$ cat src/rtl/lcg_pkg.sv
package lcg_pkg;
  localparam int DATA_W = 64;
  localparam int POS_W  = $clog2(DATA_W + $clog2(DATA_W) + 1);
  localparam int CODE_W = POS_W + 1;

  typedef struct packed {
    logic              vld;
    logic              flt;
    logic [DATA_W-1:0] a;
    logic [DATA_W-1:0] b;
  } slot_t;

  // Hamming SEC-DED: data bits fill non-power-of-two positions in order,
  // check bit k covers positions with bit k set, top bit is overall parity.
  function automatic logic [CODE_W-1:0] ecc_gen(input logic [DATA_W-1:0] d);
    logic [CODE_W-1:0] c;
    int j;
    c = '0;
    j = 0;
    for (int p = 1; p < (1 << POS_W); p++) begin
      if (((p & (p - 1)) != 0) && (j < DATA_W)) begin
        for (int k = 0; k < POS_W; k++) begin
          if (p[k]) c[k] = c[k] ^ d[j];
        end
        j++;
      end
    end
    c[CODE_W-1] = ^{d, c[POS_W-1:0]};
    return c;
  endfunction
endpackage

$ cat src/rtl/lcg_ckpt_stage.sv
module lcg_ckpt_stage
  import lcg_pkg::*;
(
  input  logic              clk,
  input  logic              rst,
  input  logic              in_vld,
  input  logic              in_flt,
  input  logic [DATA_W-1:0] in_a,
  input  logic [DATA_W-1:0] in_b,
  output slot_t             slot_q,
  output logic [DATA_W-1:0] ckpt_q
);
  always_ff @(posedge clk) begin
    if (rst) slot_q.vld <= 1'b0;
    else     slot_q.vld <= in_vld;
    slot_q.flt <= in_flt;
    slot_q.a   <= in_a;
    slot_q.b   <= in_b;
    if (in_vld) ckpt_q <= in_a;
  end


  ckpt_write_chk: assert property (@(posedge clk) disable iff (rst)
    in_vld |=> slot_q.vld && (ckpt_q == $past(in_a)));
endmodule

$ cat src/rtl/lcg_code_stage.sv
module lcg_code_stage
  import lcg_pkg::*;
(
  input  logic              clk,
  input  logic              rst,
  input  slot_t             slot_i,
  input  logic [DATA_W-1:0] ckpt_i,
  input  logic              stage_flt,
  output slot_t             slot_q,
  output logic [CODE_W-1:0] code_q
);
  logic fault_here;
  assign fault_here = slot_i.vld & stage_flt;

  always_ff @(posedge clk) begin
    if (rst) slot_q.vld <= 1'b0;
    else     slot_q.vld <= slot_i.vld;
    slot_q.flt <= slot_i.flt | fault_here;
    slot_q.a   <= slot_i.a;
    slot_q.b   <= slot_i.b;
    code_q     <= ecc_gen(ckpt_i);
  end


  flt_carry_chk: assert property (@(posedge clk) disable iff (rst)
    slot_i.vld && stage_flt |=> slot_q.vld && slot_q.flt);
endmodule

$ cat src/rtl/lcg_check_stage.sv
module lcg_check_stage
  import lcg_pkg::*;
(
  input  logic              clk,
  input  logic              rst,
  input  slot_t             slot_i,
  input  logic [CODE_W-1:0] code_i,
  input  logic              prev_flt,
  input  logic              here_flt,
  output logic              ck_vld,
  output logic              ck_mis,
  output logic              ck_flt_any,
  output logic [DATA_W-1:0] ck_data
);
  localparam int UNITS = 2;

  slot_t             slot_q;
  logic [CODE_W-1:0] code_q;
  logic [DATA_W-1:0] unit_res [UNITS];
  logic [UNITS-1:0]  unit_mis;

  always_ff @(posedge clk) begin
    if (rst) slot_q.vld <= 1'b0;
    else     slot_q.vld <= slot_i.vld;
    slot_q.flt <= slot_i.flt | (slot_i.vld & prev_flt);
    slot_q.a   <= slot_i.a;
    slot_q.b   <= slot_i.b;
    code_q     <= code_i;
  end

  assign unit_res[0] = slot_q.a;
  assign unit_res[1] = slot_q.b;

  for (genvar u = 0; u < UNITS; u++) begin : g_unit
    assign unit_mis[u] = (ecc_gen(unit_res[u]) != code_q);
  end

  assign ck_vld     = slot_q.vld;
  assign ck_mis     = |unit_mis;
  assign ck_flt_any = slot_q.flt | here_flt;
  assign ck_data    = slot_q.a;


  small_diff_chk: assert property (@(posedge clk) disable iff (rst)
    slot_q.vld && ($countones(slot_q.a ^ slot_q.b) >= 1) &&
    ($countones(slot_q.a ^ slot_q.b) <= 3) |-> ck_mis);
endmodule

$ cat src/rtl/lcg_commit_stage.sv
module lcg_commit_stage
  import lcg_pkg::*;
(
  input  logic              clk,
  input  logic              rst,
  input  logic              ck_vld,
  input  logic              ck_mis,
  input  logic              ck_flt,
  input  logic [DATA_W-1:0] ck_data,
  output logic              cm_vld,
  output logic [DATA_W-1:0] cm_data,
  output logic              err_flag
);
  logic commit_ok;
  logic mis_seen;
  assign commit_ok = ck_vld & ~ck_mis & ~ck_flt;
  assign mis_seen  = ck_vld & ck_mis;

  always_ff @(posedge clk) begin
    if (rst) begin
      cm_vld   <= 1'b0;
      err_flag <= 1'b0;
    end else begin
      cm_vld   <= commit_ok;
      err_flag <= err_flag | mis_seen;
    end
    cm_data <= ck_data;
  end


  err_sticky_chk: assert property (@(posedge clk) disable iff (rst)
    err_flag |=> err_flag);

  mis_sets_err_chk: assert property (@(posedge clk) disable iff (rst)
    ck_vld && ck_mis |=> err_flag && !cm_vld);

  flt_blocks_chk: assert property (@(posedge clk) disable iff (rst)
    ck_vld && ck_flt |=> !cm_vld);

  flt_no_err_chk: assert property (@(posedge clk) disable iff (rst)
    !err_flag && ck_vld && !ck_mis && ck_flt |=> !err_flag);
endmodule

$ cat src/rtl/lockstep_commit_gate.sv
module lockstep_commit_gate
  import lcg_pkg::*;
(
  input  logic              clk,
  input  logic              rst,
  input  logic              in_vld,
  input  logic [DATA_W-1:0] in_res_a,
  input  logic [DATA_W-1:0] in_res_b,
  input  logic              in_flt,
  input  logic              pa_flt,
  input  logic              eg_flt,
  input  logic              ck_flt,
  output logic              cp_we,
  output logic [DATA_W-1:0] cp_data,
  output logic              cm_vld,
  output logic [DATA_W-1:0] cm_data,
  output logic              err_flag
);
  slot_t             pa_slot;
  slot_t             eg_slot;
  logic [DATA_W-1:0] ckpt_q;
  logic [CODE_W-1:0] eg_code;
  logic              ck_vld;
  logic              ck_mis;
  logic              ck_flt_any;
  logic [DATA_W-1:0] ck_data;

  lcg_ckpt_stage u_pa (
    .clk(clk), .rst(rst), .in_vld(in_vld), .in_flt(in_flt),
    .in_a(in_res_a), .in_b(in_res_b), .slot_q(pa_slot), .ckpt_q(ckpt_q)
  );

  lcg_code_stage u_eg (
    .clk(clk), .rst(rst), .slot_i(pa_slot), .ckpt_i(ckpt_q),
    .stage_flt(pa_flt), .slot_q(eg_slot), .code_q(eg_code)
  );

  lcg_check_stage u_ck (
    .clk(clk), .rst(rst), .slot_i(eg_slot), .code_i(eg_code),
    .prev_flt(eg_flt), .here_flt(ck_flt), .ck_vld(ck_vld),
    .ck_mis(ck_mis), .ck_flt_any(ck_flt_any), .ck_data(ck_data)
  );

  lcg_commit_stage u_cm (
    .clk(clk), .rst(rst), .ck_vld(ck_vld), .ck_mis(ck_mis),
    .ck_flt(ck_flt_any), .ck_data(ck_data), .cm_vld(cm_vld),
    .cm_data(cm_data), .err_flag(err_flag)
  );

  assign cp_we   = pa_slot.vld;
  assign cp_data = ckpt_q;


  commit_src_chk: assert property (@(posedge clk) disable iff (rst)
    cm_vld |-> $past(ck_vld) && (cm_data == $past(ck_data)));

  flow_chk: assert property (@(posedge clk) disable iff (rst)
    cp_we |=> eg_slot.vld);
endmodule

$ cat config.mk
export PLATFORM = sky130hd
export DESIGN_NAME = lockstep_commit_gate
export DESIGN_NICKNAME = d
export VERILOG_FILES = /design/src/rtl/lcg_pkg.sv /design/src/rtl/lcg_ckpt_stage.sv /design/src/rtl/lcg_code_stage.sv /design/src/rtl/lcg_check_stage.sv /design/src/rtl/lcg_commit_stage.sv /design/src/rtl/lockstep_commit_gate.sv
export SDC_FILE = /design/constraint.sdc
export NUM_CORES = 1
export LEC_CHECK = 0
export BUFFER_PORTS_ARGS = -buffer_cell sky130_fd_sc_hd__buf_4
export CAP_MARGIN = 20
export CORE_ASPECT_RATIO = 1.75
export CORE_UTILIZATION = 40
export CTS_BUF_LIST = sky130_fd_sc_hd__clkbuf_16
export DETAILED_ROUTE_END_ITERATION = 8
export PLACE_DENSITY_LB_ADDON = 0.1
export SLEW_MARGIN = 20
export SYNTH_ARGS = -nofsm -noshare
export SYNTH_HDL_FRONTEND = slang
export SYNTH_SLANG_ARGS = --single-unit
export TNS_END_PERCENT = 10
$ cat constraint.sdc
create_clock -name clk -period 3.9 [get_ports clk]
set_clock_uncertainty 0.05 [all_clocks]
set_input_delay 0.39 -clock clk [delete_from_list [all_inputs] [get_ports clk]]
set_output_delay 0.39 -clock clk [all_outputs]
set_load 0.02 [all_outputs]
==> summary.txt, run 1 <==
Status
  • Status: complete, no violations

STA
  • Period minus WS final: 3.585 ns
  • Period utilization: 91.92%
  • Relative slew slack: 36.57%
  • Max-slew violations: 0
  • Unrepaired setup endpoints after global routing: no
  • Worst hold slack: 0.2709 ns
  • Hold Vio Cnt, Final: 0
  • Worst-margin pin slew: 0.9514 ns
  • Fmax: 279.0 MHz
  • Count of final setup violators: 0
  • Setup tns final: 0 ns
  • Setup slack after layout: 0.3152 ns

Logic synthesis
  • Yosys top cell by area: dfxtp_1
  • Yosys cell types: 31
  • Sequential share of the synthesized area: 73.75%
  • Mapped cell area: ~15,000 µm²
  • Number of flops mapped to enable cells by yosys: 64
  • Post-Syn Nets: between 1,000 and 1,500
  • Syn_area_per_cell: 16.49 µm²
  • Cell count after synthesis: 935
  • Ys Warns: 0
  • Largest cells by area after synthesis: dfxtp_1, xnor2_1, edfxtp_1
  • Seq cells post-synth: 536
  • Post-synth ARST share: 0%
  • Commonest register cell after synthesis: dfxtp_1
  • Top cell type's share of synthesized area: 61.28%

Global routing
  • Initial antenna violation count: 0
  • Number of global-route vias before repair: 8,600
  • Tot GR Track Use: 18.30%
  • GRT Residual Overflow: 0
  • Largest net degree at the start of global routing: 66
  • First-pass GRT wire length: 50.83 mm

CTS
  • Htree depth: 2
  • Hold Buf Count CTS: 133
  • CTS tree: built
  • # resized after CTS: 0
  • CTS Buffer Depth: 3
  • Clock Sinks: 536
  • Number of buffers created by CTS: 47
  • Root Buffer: clkbuf_16
  • Clock Pin Slew Worst Setup and Hold Paths: around 0.060 ns
  • Worst-Skew Late Latency: 0.56 ns
  • Postcts setup bufs: 0

Worst setup path
  • Crit path DAT: 3.99 ns
  • Crit path max fanout: 4
  • Worst reg-to-reg path cell count: 10
  • Startpoint Class: flip-flop
  • Critical path type: reg -> reg
  • Worst reg2reg path endpoint: u_cm.err_flag
  • Flop-to-flop setup slack: 0.32 ns
  • Crit path required time: about 4.3 ns
  • Reg2reg start: u_ck.ck_data[10]
  • Setup crit end kind: flip-flop

Routing
  • Routed WL per cell: about 19 µm
  • Initial drt markers: 257
  • DRT Wirelength: 35.71 mm
  • # DRC: 0
  • Vias per std cell: 4.110
  • ANT nets after route: 0
  • Vias: 7,822
  • First-pass DRT Iterations: 5

Run
  • Max cap viols: 0

Final layout
  • Layout fillers: 3,094
  • Area Overhead vs Synth: 35.06%
  • Non-Filler Instances: roughly 1,900
  • Post-layout nets: between 1,500 and 2,000
  • Post-layout util: 55.16%
  • Antenna Diode Count: 0
  • Share of cells above drive strength 1: 23.61%

Worst hold path
  • Hold endpoint: u_ck.slot_q[58]
  • Hold Startpoint: u_eg.slot_q[58]
  • Hold path cells: 0
  • Min-Delay Path Class: reg -> reg

Die
  • Die area: 39,370 µm²
  • Io pins: around 270
  • Core area: 37,750 µm²
  • # rows: 94
  • Chip width: 150.4 µm
  • Die Y: between 200 and 300 µm
  • Initial Util: 40.84%

Place
  • Placed insts: 1,682
  • GPL Wtd Cong: 0.7907
  • Port Buffers: around 270
  • Dpl ws: 0.3713 ns
  • Dpl hpwl: 27.31 mm

Power
  • Leak: 8.755 nW
  • PwrDens: 703.0 nW/µm²
  • VDD IR max: 0.4801 mV
[per-stage QoR]
step / instance area, µm² / total power, mW
2_1_floorplan: 15420 / 9.328
3_3_place_gp: 18020 / 10.24
5_1_grt: 20820 / 15.34
3_5_place_dp: 18020 / 10.27
4_1_cts: 20820 / 14.85
6_report: 20820 / 14.64
[critical path, cell delays in order (launching register included)]
cell       delay, ns
dfxtp_1         0.40
xnor3_1         0.47
xnor3_1         0.41
xnor2_1         0.23
xnor3_1         0.43
xnor3_1         0.38
xnor3_1         0.40
nor3_1          0.24
o2111ai_2       0.21
a21oi_1         0.20
nor2_1          0.05
[cell usage after synthesis, drive strengths merged (2+ instances only)]
master	instances
nor2	3
nand2b	3
nand3	2
xor3	3
dfxtp	472
nor2b	3
xor2	58
xnor3	40
nor3	3
edfxtp	64
a21o	2
a21oi	2
xnor2	265
[layout by cell type (no fill, tap or decap), drive strengths merged]
master	count
xor2	58
o21bai	1
nand3	2
bufinv	3
a2111oi	1
inv	18
nand2	1
dfxtp	472
nand4	1
a211oi	1
a21oi	2
a21o	2
a21boi	1
o221ai	1
xnor3	40
nor4	1
a221oi	1
clkinvlp	2
xnor2	265
nor2	3
dlygate4sd3	133
nand2b	3
xor3	3
edfxtp	64
o2111ai	1
o2bb2ai	1
clkbuf	48
and3	1
a31oi	1
nor2b	3
nor3	3
clkinv	18
nand3b	1
buf	267
[layout make-up]
type | instances | area, µm² | share of cell area (%)
Clock buffer | 48 | 1201 | 5.768
Clock inverter | 40 | 267.8 | 1.286
Inverter | 1 | 3.754 | 0.01803
Multi-Input combinational cell | 398 | 4044 | 19.42
Sequential cell | 536 | 11370 | 54.61
Tap cell | 480 | 600.6 | 2.884
Timing Repair Buffer | 400 | 3336 | 16.02
[power breakdown]
part,total (mW),leakage (nW),switching [mW],internal (mW)
combinational,3.96,3.39,1.74,2.21
clock,4.43,0.760,1.99,2.44
sequential,6.25,4.61,0.232,6.02
total,14.6,8.76,3.96,10.7
[worst max path at each step]
| stage | to | cells after the start | from | slack [ns] |
|---|---|---|---|---|
| 2_1_floorplan | u_cm.err_flag | 10 | u_ck.ck_data[10] | 0.77 |
| 3_3_place_gp | u_cm.err_flag | 10 | u_ck.ck_data[10] | 0.40 |
| 3_5_place_dp | u_cm.err_flag | 10 | u_ck.ck_data[10] | 0.37 |
| 4_1_cts | u_cm.err_flag | 10 | u_ck.ck_data[10] | 0.29 |
| 5_1_grt | u_cm.err_flag | 10 | u_ck.ck_data[10] | 0.15 |
| 6_report | u_cm.err_flag | 10 | u_ck.ck_data[10] | 0.32 |
[routing by layer]
metal / vias up / global-route usage, % / wire [µm]
met5: - / 0 / 0
met1: 3674 / 15.48 / 11080
li1: 3901 / - / -
met2: 191 / 39.43 / 22000
met3: 56 / 3.611 / 1535
met4: 0 / 6.846 / 1088
[state kept, by name, summed over array words and instances (netlist names)]
signal / flops
u_ck.slot_q: 65
u_eg.code_q: 8
u_pa.slot_q: 130
u_ck.ck_data: 64
u_cm.err_flag: 1
u_ck.ck_vld: 1
u_eg.slot_q: 130
u_cm.cm_vld: 1
u_cm.cm_data: 64
u_ck.code_q: 8
u_pa.ckpt_q: 64
[logic make-up after synthesis]
logic type      share of synthesized area (%)
compound gates                         0.6817
xor+xnor                                24.83
buf+inv                               0.02432
flops                                   73.75
simple gates                           0.7141
Note: power is estimated with default switching activity, not from simulation.
==> run 2: changes to the inputs <==
--- a/config.mk
+++ b/config.mk
@@ -8,7 +8,7 @@
 export BUFFER_PORTS_ARGS = -buffer_cell sky130_fd_sc_hd__buf_4
 export CAP_MARGIN = 20
 export CORE_ASPECT_RATIO = 1.75
-export CORE_UTILIZATION = 40
+export CORE_UTILIZATION = 45
 export CTS_BUF_LIST = sky130_fd_sc_hd__clkbuf_16
 export DETAILED_ROUTE_END_ITERATION = 8
 export PLACE_DENSITY_LB_ADDON = 0.1
==> run 2 against run 1 <==
Worst setup slack better by 0.15 ns. Sequential share of layout area barely moved. Global-route usage up 1.8 points. Largest cell class unchanged. Flip-flop and latch count did not move. Total power fell by 0.43%. Largest power group unchanged. Non-clock buffer count did not move.
==> summary.txt, run 2 (synthesized netlist as in run 1, its figures left out) <==
Routing
  • Initial drt markers: about 220
  • # DRC: 0
  • First-pass DRT Iterations: 4
  • Vias per std cell: around 4.2
  • DRT Wirelength: 34.54 mm
  • ANT nets after route: 0
  • Vias: 7,839
  • Routed WL per cell: around 18 µm

Place
  • Placed instance area: around 18,000 µm²
  • Dpl ws: about 0.43 ns
  • Placed insts: between 1,500 and 2,000
  • GPL Wtd Cong: 0.7869
  • Dpl hpwl: 26.27 mm
  • Port Buffers: 265

Worst setup path
  • Startpoint Class: flip-flop
  • Cells along the critical path: xnor3_1 -> xnor3_1 -> xnor2_1 -> xnor3_1 -> xnor3_1 -> xnor3_1 -> nor3_1 -> o2111ai_2 -> a21oi_1 -> nor2_1
  • Most used cell along the critical path: xnor3_1
  • CP max stage cell: xnor3_1
  • Worst path depth: 10
  • Worst reg-to-reg path cell count: 10
  • CP delay by family, top: XOR/XNOR gates
  • Slowest Stage Delay on Critical Path: 0.46 ns
  • WP buf/inv: 0
  • Crit path max fanout: 4
  • Flop-to-flop setup slack: 0.47 ns
  • Setup crit end kind: flip-flop
  • Critical path type: reg -> reg
  • Crit path required time: 4.29 ns
  • Crit path DAT: 3.83 ns

STA
  • Max-slew violations: 0
  • Setup tns final: 0 ns
  • Worst hold slack: 0.2696 ns
  • Relative slew slack: 39.66%
  • Fmax: 291.4 MHz
  • Period minus WS final: 3.432 ns
  • Unrepaired setup endpoints after global routing: no
  • Period utilization: around 90%
  • Count of final setup violators: 0
  • Setup slack after layout: 0.4682 ns
  • Worst-margin pin slew: 0.9051 ns
  • Hold Vio Cnt, Final: 0

Final layout
  • Area Overhead vs Synth: 34.93%
  • Post-layout nets: 1,519
  • Most frequent cells in the layout: dfxtp_1, buf_4, xnor2_1, dlygate4sd3_1, edfxtp_1
  • Post-layout util: 61.66%
  • Antenna Diode Count: 0
  • Non-Filler Instances: 1,878
  • Share of cells above drive strength 1: 24.46%
  • Final instance area: 20,810 µm²
  • Largest regs: u_eg.slot_q x130, u_pa.slot_q x130, u_ck.slot_q x65
  • Most common cell after layout, fill and taps aside: dfxtp_1

Die
  • Io pins: around 270
  • Core area: ~34,000 µm²
  • Chip width: 141.9 µm
  • Die Y: 246.9 µm
  • # rows: 89
  • Initial Util: a little under half
  • Die area: 35,040 µm²

Power
  • Power share of the combinational group: between 20% and 30%
  • Int Pwr: 10.66 mW
  • VDD IR max: 0.5116 mV
  • PwrDens: between 700 and 800 nW/µm²
  • Switching pwr: 3.918 mW
  • Flop pwr share: 42.9%
  • Clock Power Share: between 30 and 40%
  • Leak: 8.744 nW
  • Total Power: 14.58 mW
  • Switching Fraction: 26.88%

CTS
  • CTS tree: built
  • Root Buffer: clkbuf_16
  • Worst-Skew Late Latency: 0.56 ns
  • CTS Buffer Depth: 3
  • Hold Buf Count CTS: roughly 130
  • Htree depth: 2
  • Clock Pin Slew Worst Setup and Hold Paths: around 0.070 ns
  • # resized after CTS: 0
  • Clock Sinks: approximately 540
  • Number of buffers created by CTS: 47
  • Postcts setup bufs: 0

Worst hold path
  • Hold path cells: 0
  • Min-Delay Path Class: reg -> reg

Global routing
  • Initial antenna violation count: 0
  • GRT Residual Overflow: 0
  • Largest net degree at the start of global routing: 66
  • Tot GR Track Use: 20.08%
  • First-pass GRT wire length: approximately 50 mm
  • Number of global-route vias before repair: approximately 8,600

Status
  • Status: complete, no violations

Run
  • Max cap viols: 0
## run 2: cell types whose count changed in the layout (fill, tap and decap cells not counted), sizes merged
cell	previous run	this run
clkinvlp	2	4
clkbuf	48	47
inv	18	10
clkinv	18	25
## run 2: layout make-up
cell class,count,area (µm²)
Fill cell,2622,12940
Sequential cell,536,11370
Multi-Input combinational cell,398,4044
Timing Repair Buffer,400,3336
Clock buffer,47,1176
Tap cell,455,569.3
Clock inverter,41,305.3
Inverter,1,3.754
## run 2: power by group through the flow
stage	Clock [mW]	Sequential, mW	Combinational [mW]
after floorplan	0	6.40	2.92
after global placement	0	6.37	3.84
after detailed placement	0	6.38	3.85
after CTS	4.54	6.26	3.98
final	4.42	6.25	3.90
after global routing	4.79	6.29	4.23
## run 2: worst register-to-register path, delay by kind of cell (launching register included)
kind	cells	cell delay [ns]
XOR/XNOR	6	2.20
AND/OR/NAND/NOR	2	0.28
flip-flops	1	0.39
AO/OA/AOI/OAI	2	0.40
## run 2: metal layers
| layer | vias to the layer above | track usage (%) | part of all wire, % |
|---|---|---|---|
| met5 | - | 0 | 0 |
| met4 | 0 | 8.887 | 3.6 |
| li1 | 3910 | - | - |
| met3 | 61 | 3.447 | 3.8 |
| met1 | 3674 | 17.16 | 31 |
| met2 | 194 | 42.99 | 61 |
## run 2: worst paths after layout
| path | start | end |
|---|---|---|
| hold / removal | u_eg.slot_q[12] | u_ck.slot_q[12] |
| hold reg to reg | u_eg.slot_q[12] | u_ck.slot_q[12] |
| setup reg to reg | u_ck.ck_data[10] | u_cm.err_flag |
| setup / recovery | u_ck.ck_data[10] | u_cm.err_flag |
